==> config.mk <==
export PLATFORM = sky130hd
export DESIGN_NAME = hb_err_monitor
export DESIGN_NICKNAME = d
export VERILOG_FILES = /design/src/rtl/hb_err_monitor.sv
export SDC_FILE = /design/constraint.sdc
export NUM_CORES = 1
export LEC_CHECK = 0
export BUFFER_PORTS_ARGS = -buffer_cell sky130_fd_sc_hd__buf_4
export CAP_MARGIN = 20
export CELL_PAD_IN_SITES_DETAIL_PLACEMENT = 0
export CELL_PAD_IN_SITES_GLOBAL_PLACEMENT = 1
export CORE_ASPECT_RATIO = 0.5
export CORE_MARGIN = 2
export CORE_UTILIZATION = 29
export CTS_CLUSTER_DIAMETER = 60
export DETAILED_ROUTE_END_ITERATION = 10
export GPL_TIMING_DRIVEN = 1
export PLACE_DENSITY_LB_ADDON = 0.1
export SETUP_SLACK_MARGIN = 0.02
export SKIP_CTS_REPAIR_TIMING = 1
export SLEW_MARGIN = 20
export SYNTH_ARGS = -nofsm -noshare
export SYNTH_HDL_FRONTEND = slang
export SYNTH_SLANG_ARGS = --single-unit
==> constraint.sdc <==
create_clock -name clk -period 2.1 [get_ports clk]
set_input_delay 0.105 -clock clk [delete_from_list [all_inputs] [get_ports clk]]
set_output_delay 0.105 -clock clk [all_outputs]
set_load 0.02 [all_outputs]
==> src/rtl/hb_err_monitor.sv <==
module hb_err_monitor #(
  parameter int PRESCALE    = 16,
  parameter int SHORT_TICKS = 8,
  parameter int LONG_TICKS  = 32
) (
  input  logic        clk,
  input  logic        rst_n,
  input  logic        aerr_n,
  input  logic        berr_n,
  input  logic        binit_n,
  input  logic        prot_viol,
  input  logic        req_par_err,
  input  logic        addr_par_err,
  input  logic        ioq_busy,
  input  logic        resp_seen,
  input  logic        cap_aerr_en,
  input  logic        cap_berr_en,
  input  logic        cap_binit_en,
  input  logic        serr_en,
  input  logic        reg_wr,
  input  logic        reg_sel,
  input  logic [31:0] reg_wdata,
  output logic [31:0] reg_rdata,
  output logic        serr_o,
  output logic        hard_fail_o,
  output logic        binit_o,
  output logic        berr_o,
  output logic        tmo_o,
  output logic [31:0] status_o
);

  localparam logic [31:0] CMD_RST   = 32'h0000_0010;
  localparam logic [31:0] CMD_MASK  = 32'h0000_27DC;
  localparam logic [31:0] STAT_MASK = 32'h000D_020D;
  localparam int PW = (PRESCALE > 1) ? $clog2(PRESCALE) : 1;
  localparam int TW = $clog2(LONG_TICKS + 1);

  logic [31:0]   cmd_q, stat_q, stat_set, stat_clr;
  logic [2:0]    pin_s, pin_d, pin_ev;
  logic [PW-1:0] pre_q;
  logic [TW-1:0] tick_q, limit;
  logic          wdog_run, tick, expire;
  logic          aerr_rep, berr_rep, tmo_rep, report;

  assign pin_ev   = pin_s & ~pin_d;
  assign wdog_run = cmd_q[8] & ioq_busy & ~resp_seen;
  assign tick     = wdog_run && (pre_q == PW'(PRESCALE - 1));
  assign limit    = cmd_q[10] ? TW'(LONG_TICKS) : TW'(SHORT_TICKS);
  assign expire   = tick && (tick_q == limit - TW'(1));

  assign aerr_rep = pin_ev[0] & cmd_q[6] & cap_aerr_en & serr_en;
  assign berr_rep = pin_ev[1] & cmd_q[7] & cap_berr_en;
  assign tmo_rep  = expire & cmd_q[9];
  assign report   = aerr_rep | berr_rep | tmo_rep;

  always_comb begin
    stat_set     = '0;
    stat_set[0]  = pin_ev[0];
    stat_set[2]  = pin_ev[1];
    stat_set[3]  = pin_ev[2] & cap_binit_en;
    stat_set[9]  = expire;
    stat_set[16] = prot_viol;
    stat_set[18] = req_par_err;
    stat_set[19] = addr_par_err;
  end

  assign stat_clr  = (reg_wr && reg_sel) ? reg_wdata : '0;
  assign reg_rdata = reg_sel ? stat_q : cmd_q;
  assign status_o  = stat_q;

  always_ff @(posedge clk) begin
    if (!rst_n) begin
      pin_s <= '0;
      pin_d <= '0;
    end else begin
      pin_s <= {~binit_n, ~berr_n, ~aerr_n};
      pin_d <= pin_s;
    end
  end

  always_ff @(posedge clk) begin
    if (!rst_n) begin
      cmd_q  <= CMD_RST;
      stat_q <= '0;
    end else begin
      if (reg_wr && !reg_sel) cmd_q <= reg_wdata & CMD_MASK;
      stat_q <= ((stat_q & ~stat_clr) | stat_set) & STAT_MASK;
    end
  end

  always_ff @(posedge clk) begin
    if (!rst_n || !wdog_run) begin
      pre_q  <= '0;
      tick_q <= '0;
    end else if (tick) begin
      pre_q  <= '0;
      tick_q <= expire ? '0 : tick_q + TW'(1);
    end else begin
      pre_q  <= pre_q + PW'(1);
    end
  end

  always_ff @(posedge clk) begin
    if (!rst_n) begin
      serr_o      <= 1'b0;
      hard_fail_o <= 1'b0;
      binit_o     <= 1'b0;
      berr_o      <= 1'b0;
      tmo_o       <= 1'b0;
    end else begin
      serr_o      <= report & ~cmd_q[13];
      hard_fail_o <= report & cmd_q[13];
      binit_o     <= (pin_ev[1] & cmd_q[4]) | (prot_viol & cmd_q[3]);
      berr_o      <= (req_par_err | addr_par_err) & cmd_q[2];
      tmo_o       <= expire;
    end
  end

endmodule


==> impl_results.md <==
* Min-delay src: reg_wdata[4]
* Routed Antenna Nets at 0
* Maximum number of pins on one net before global-route repair at 19
* Initial core utilization at a little under a third
* Hold Path Depth at 3
* Summed instance area of the synthesized netlist at between 1500 and 2000 µm²
* Sequential Power Share at between 40% and 50%
* Critical path cell sequence: ha_1, nand3_2, or3_4, o41ai_2, nor2_1
* Placer's final routability congestion estimate at roughly 0.74
* Setup slack of the most critical reg-to-reg path at ~0.30 ns
* Worst slew margin at ~55%
* Warnings from Yosys at 0
* Leakage power total at around 0.0011 µW
* Final design instance area without fill at roughly 2300 µm²
* Most common flop cell mapped by yosys: sky130_fd_sc_hd__dfxtp_1
* Power density over the cells at between 700 and 800 nW/µm²
* Routed wire length at ~4000 µm
* Clock transition at the registers of the reported paths at approximately 0.050 ns
* Flip-flop and latch count after synthesis at 37
* Deepest clock path buffer count at 2
* Largest fanout on the critical path at 7
* Number of port buffers at 53
* FF-to-FF End: tick_q[0]$_SDFFE_PP0P_
* Average footprint of a synthesized cell at around 8.5 µm²
* Largest clock skew in the final design at approximately 0.0037 ns
* CTS tree: built
* Worst Setup SP: pre_q[0]$_SDFF_PP0_
* Ranking of synthesized cells by area: sky130_fd_sc_hd__dfxtp_1, sky130_fd_sc_hd__buf_4, sky130_fd_sc_hd__nand2_1, sky130_fd_sc_hd__nor2_1, sky130_fd_sc_hd__a21oi_1
* Count of cell types in the netlist at 35
* Delay of the slowest cell on the worst path at ~0.48 ns
* Number of buffers created by CTS at 5
* Area added between synthesis and finish at 27.9%
* Part of the power in combinational logic at between 10 and 15%
* Layout cells sized above 1 at about 25%
* Leftover overflow at the end of global routing at 0
* Start-to-end type of the worst setup path: reg -> reg
* First-pass detailed-route iteration total at 4
* Combined global-route utilization of all metal layers at between 10 and 15%
* CTS Root Cell: sky130_fd_sc_hd__clkbuf_16
* Final Setup Violations at 0
* Summed negative setup slack over all endpoints at 0 ns
* Post-detailed-placement cell area at 2160 µm²
* Final Net Count at between 300 and 400
* Vias after detailed routing at ~1,500
* Detail-routed via count per cell at between 3 and 4
* Largest area contributor in the synthesized netlist: sky130_fd_sc_hd__dfxtp_1
* Synth async-reset ratio at 0%
* Path depth of the worst reg2reg path at 5
* Crit share post-route at between 80% and 90%
* I/O Pins at 117
* Worst Hold End: cmd_q[4]$_SDFFE_PN1P_
* Fin util at 38.5%
* Die area at ~7000 µm²
* DP Wirelength at ~2900 µm
* Startpoint of the worst-slack reg-to-reg timing path: pre_q[0]$_SDFF_PP0_
* Total chip power at between 1500 and 2000 µW
* Count of final hold-check violations at 0
* CTS Sinks at 37
* Fraction of post-synthesis cell area in the top cell type by area at between 40% and 50%
* Top Family by Delay on Critical Path: simple AND/OR/NAND/NOR gates
* Startpoint types: register
* Class of the most critical hold timing path: in -> reg
* Wire length of the first global-routing pass at 5950 µm
* Die Height at approximately 60 µm
* Critical path buffers and inverters at 0
* Antenna violations before repair at 0
* Fraction of power spent switching nets at 25.6%
* Number of enable-type register cells in the synthesized netlist at 0
* Worst EP arrival at roughly 2.0 ns
* Result of the run: complete, no violations
* Kind of end point of the critical path: register
* Vias in the first global route at between 1,000 and 1,500
* Count of standard-cell rows at 20
* Worst hold slack at about 0.036 ns
* Total number of H-tree levels at 2
* Part of the power in the clock network at between 40% and 50%
* Timing-limited maximum frequency at 555 MHz
* Die boundary width at around 120 µm
* Final Max Tran Viols at 0
* Slew at the pin closest to its max-slew limit at 0.680 ns
* Net switching power of the design at 451 µW
* Number of standard cells after synthesis at around 220
* Number of remaining DRC errors at 0
* Diodes inserted at 0
* Min Tclk post-route at 1.80 ns
* Internal power contribution at ~1300 µW
* Worst path required time at around 2.3 ns
* Core footprint at just over 6000 µm²
* Critical-path cell with the highest stage delay: sky130_fd_sc_hd__o41ai_2
* Setup repair after global routing missed its margin: false
* Sequential-to-total area share from yosys stat at 40.3%
* Wire per inst at between 10 and 15 µm
* VDD IR max at approximately 0.27 mV
* Max capacitance violation total at 0
* Clock latency on the worst-skew pair at ~0.28 ns
* DR iter-0 viols at 21
[worst min-delay path, stage by stage]
cell and delay, ns:
sky130_fd_sc_hd__buf_4 0.08, sky130_fd_sc_hd__nand2_1 0.04, sky130_fd_sc_hd__nand3_1 0.06
[through the flow]
| stage | std cells | setup slack [ns] |
|---|---|---|
| after global placement | 352 | 0.309 |
| final | 363 | 0.298 |
| after floorplan | 260 | 0.518 |
| after CTS | 360 | 0.283 |
| after detailed placement | 352 | 0.294 |
| after global routing | 363 | 0.163 |
[cell usage after synthesis, types with 2 or more instances]
library cell	number
sky130_fd_sc_hd__dfxtp_1	37
sky130_fd_sc_hd__nand2_1	27
sky130_fd_sc_hd__a21oi_1	16
sky130_fd_sc_hd__nand3_1	6
sky130_fd_sc_hd__and2_1	10
sky130_fd_sc_hd__or3_1	2
sky130_fd_sc_hd__inv_1	3
sky130_fd_sc_hd__xnor2_1	5
sky130_fd_sc_hd__nor2_1	23
sky130_fd_sc_hd__ha_1	2
sky130_fd_sc_hd__clkbuf_1	6
sky130_fd_sc_hd__nor2b_1	10
sky130_fd_sc_hd__buf_4	44
sky130_fd_sc_hd__nor3_1	3
sky130_fd_sc_hd__mux2_2	3
[area by class of cell]
cell class	instances	area, µm²
Tap cell	88	110
Clock inverter	1	5.00
Timing Repair Buffer	57	435
Sequential cell	37	741
Multi-Input combinational cell	169	890
Fill cell	658	3760
Inverter	4	15.0
Clock buffer	7	153
[state kept, by name, summed over array words and instances, names as in the netlist]
name         flops
status_o         7
binit_o          1
pin_s            3
berr_o           1
serr_o           1
tick_q           6
tmo_o            1
pin_d            3
cmd_q            9
pre_q            4
hard_fail_o      1
[layer usage]
metal  GRT usage, %  wire length (µm)  vias up
met5              0                 0        -
met4           6.05                78        0
met3           3.45               315        8
met2           19.5              1760       67
met1           13.7              1800      638
li1               -                 -      737
[worst max-delay path by stage]
stage	end	slack, ns	depth (start not counted)
final	tick_q[0]$_SDFFE_PP0P_	0.30	5
after global routing	tick_q[3]$_SDFFE_PP0P_	0.16	5
after CTS	tick_q[3]$_SDFFE_PP0P_	0.28	5
after detailed placement	tick_q[0]$_SDFFE_PP0P_	0.29	5
after global placement	tick_q[0]$_SDFFE_PP0P_	0.31	5
after floorplan	tick_q[0]$_SDFFE_PP0P_	0.52	5
[cell families (layout without fill, tap and decap cells)]
logic type | Yosys count | in the layout | share of synthesized area [%]
compound gates | 25 | 25 | 8.92
xor+xnor | 6 | 6 | 2.86
fa+ha+maj | 2 | 2 | 1.36
buf+inv | 54 | 69 | 20.0
flops | 37 | 37 | 40.3
mux | 3 | 3 | 1.84
other cells | 1 | 44 | 0.204
simple gates | 89 | 89 | 24.5
[placed cells by master, fill, tap and decap left out, drive strengths merged, types with 2 or more instances in the layout]
| master | instances |
|---|---|
| or3 | 3 |
| nand3 | 7 |
| nor3 | 3 |
| a21oi | 16 |
| nand2 | 27 |
| buf | 54 |
| and2 | 10 |
| dlygate4sd3 | 3 |
| mux2 | 3 |
| clkbuf | 7 |
| dfxtp | 37 |
| ha | 2 |
| xnor2 | 5 |
| conb | 44 |
| inv | 3 |
| nor2b | 10 |
| nor2 | 23 |
| clkinv | 2 |
[power by group through the flow]
stage | Sequential (µW) | Combinational, µW | Clock, µW
6_report | 740 | 243 | 784
5_1_grt | 743 | 265 | 838
4_1_cts | 741 | 240 | 809
3_5_place_dp | 756 | 239 | 0
3_3_place_gp | 755 | 238 | 0
2_1_floorplan | 764 | 200 | 0
No activity file was read; power rests on OpenSTA's default activity.
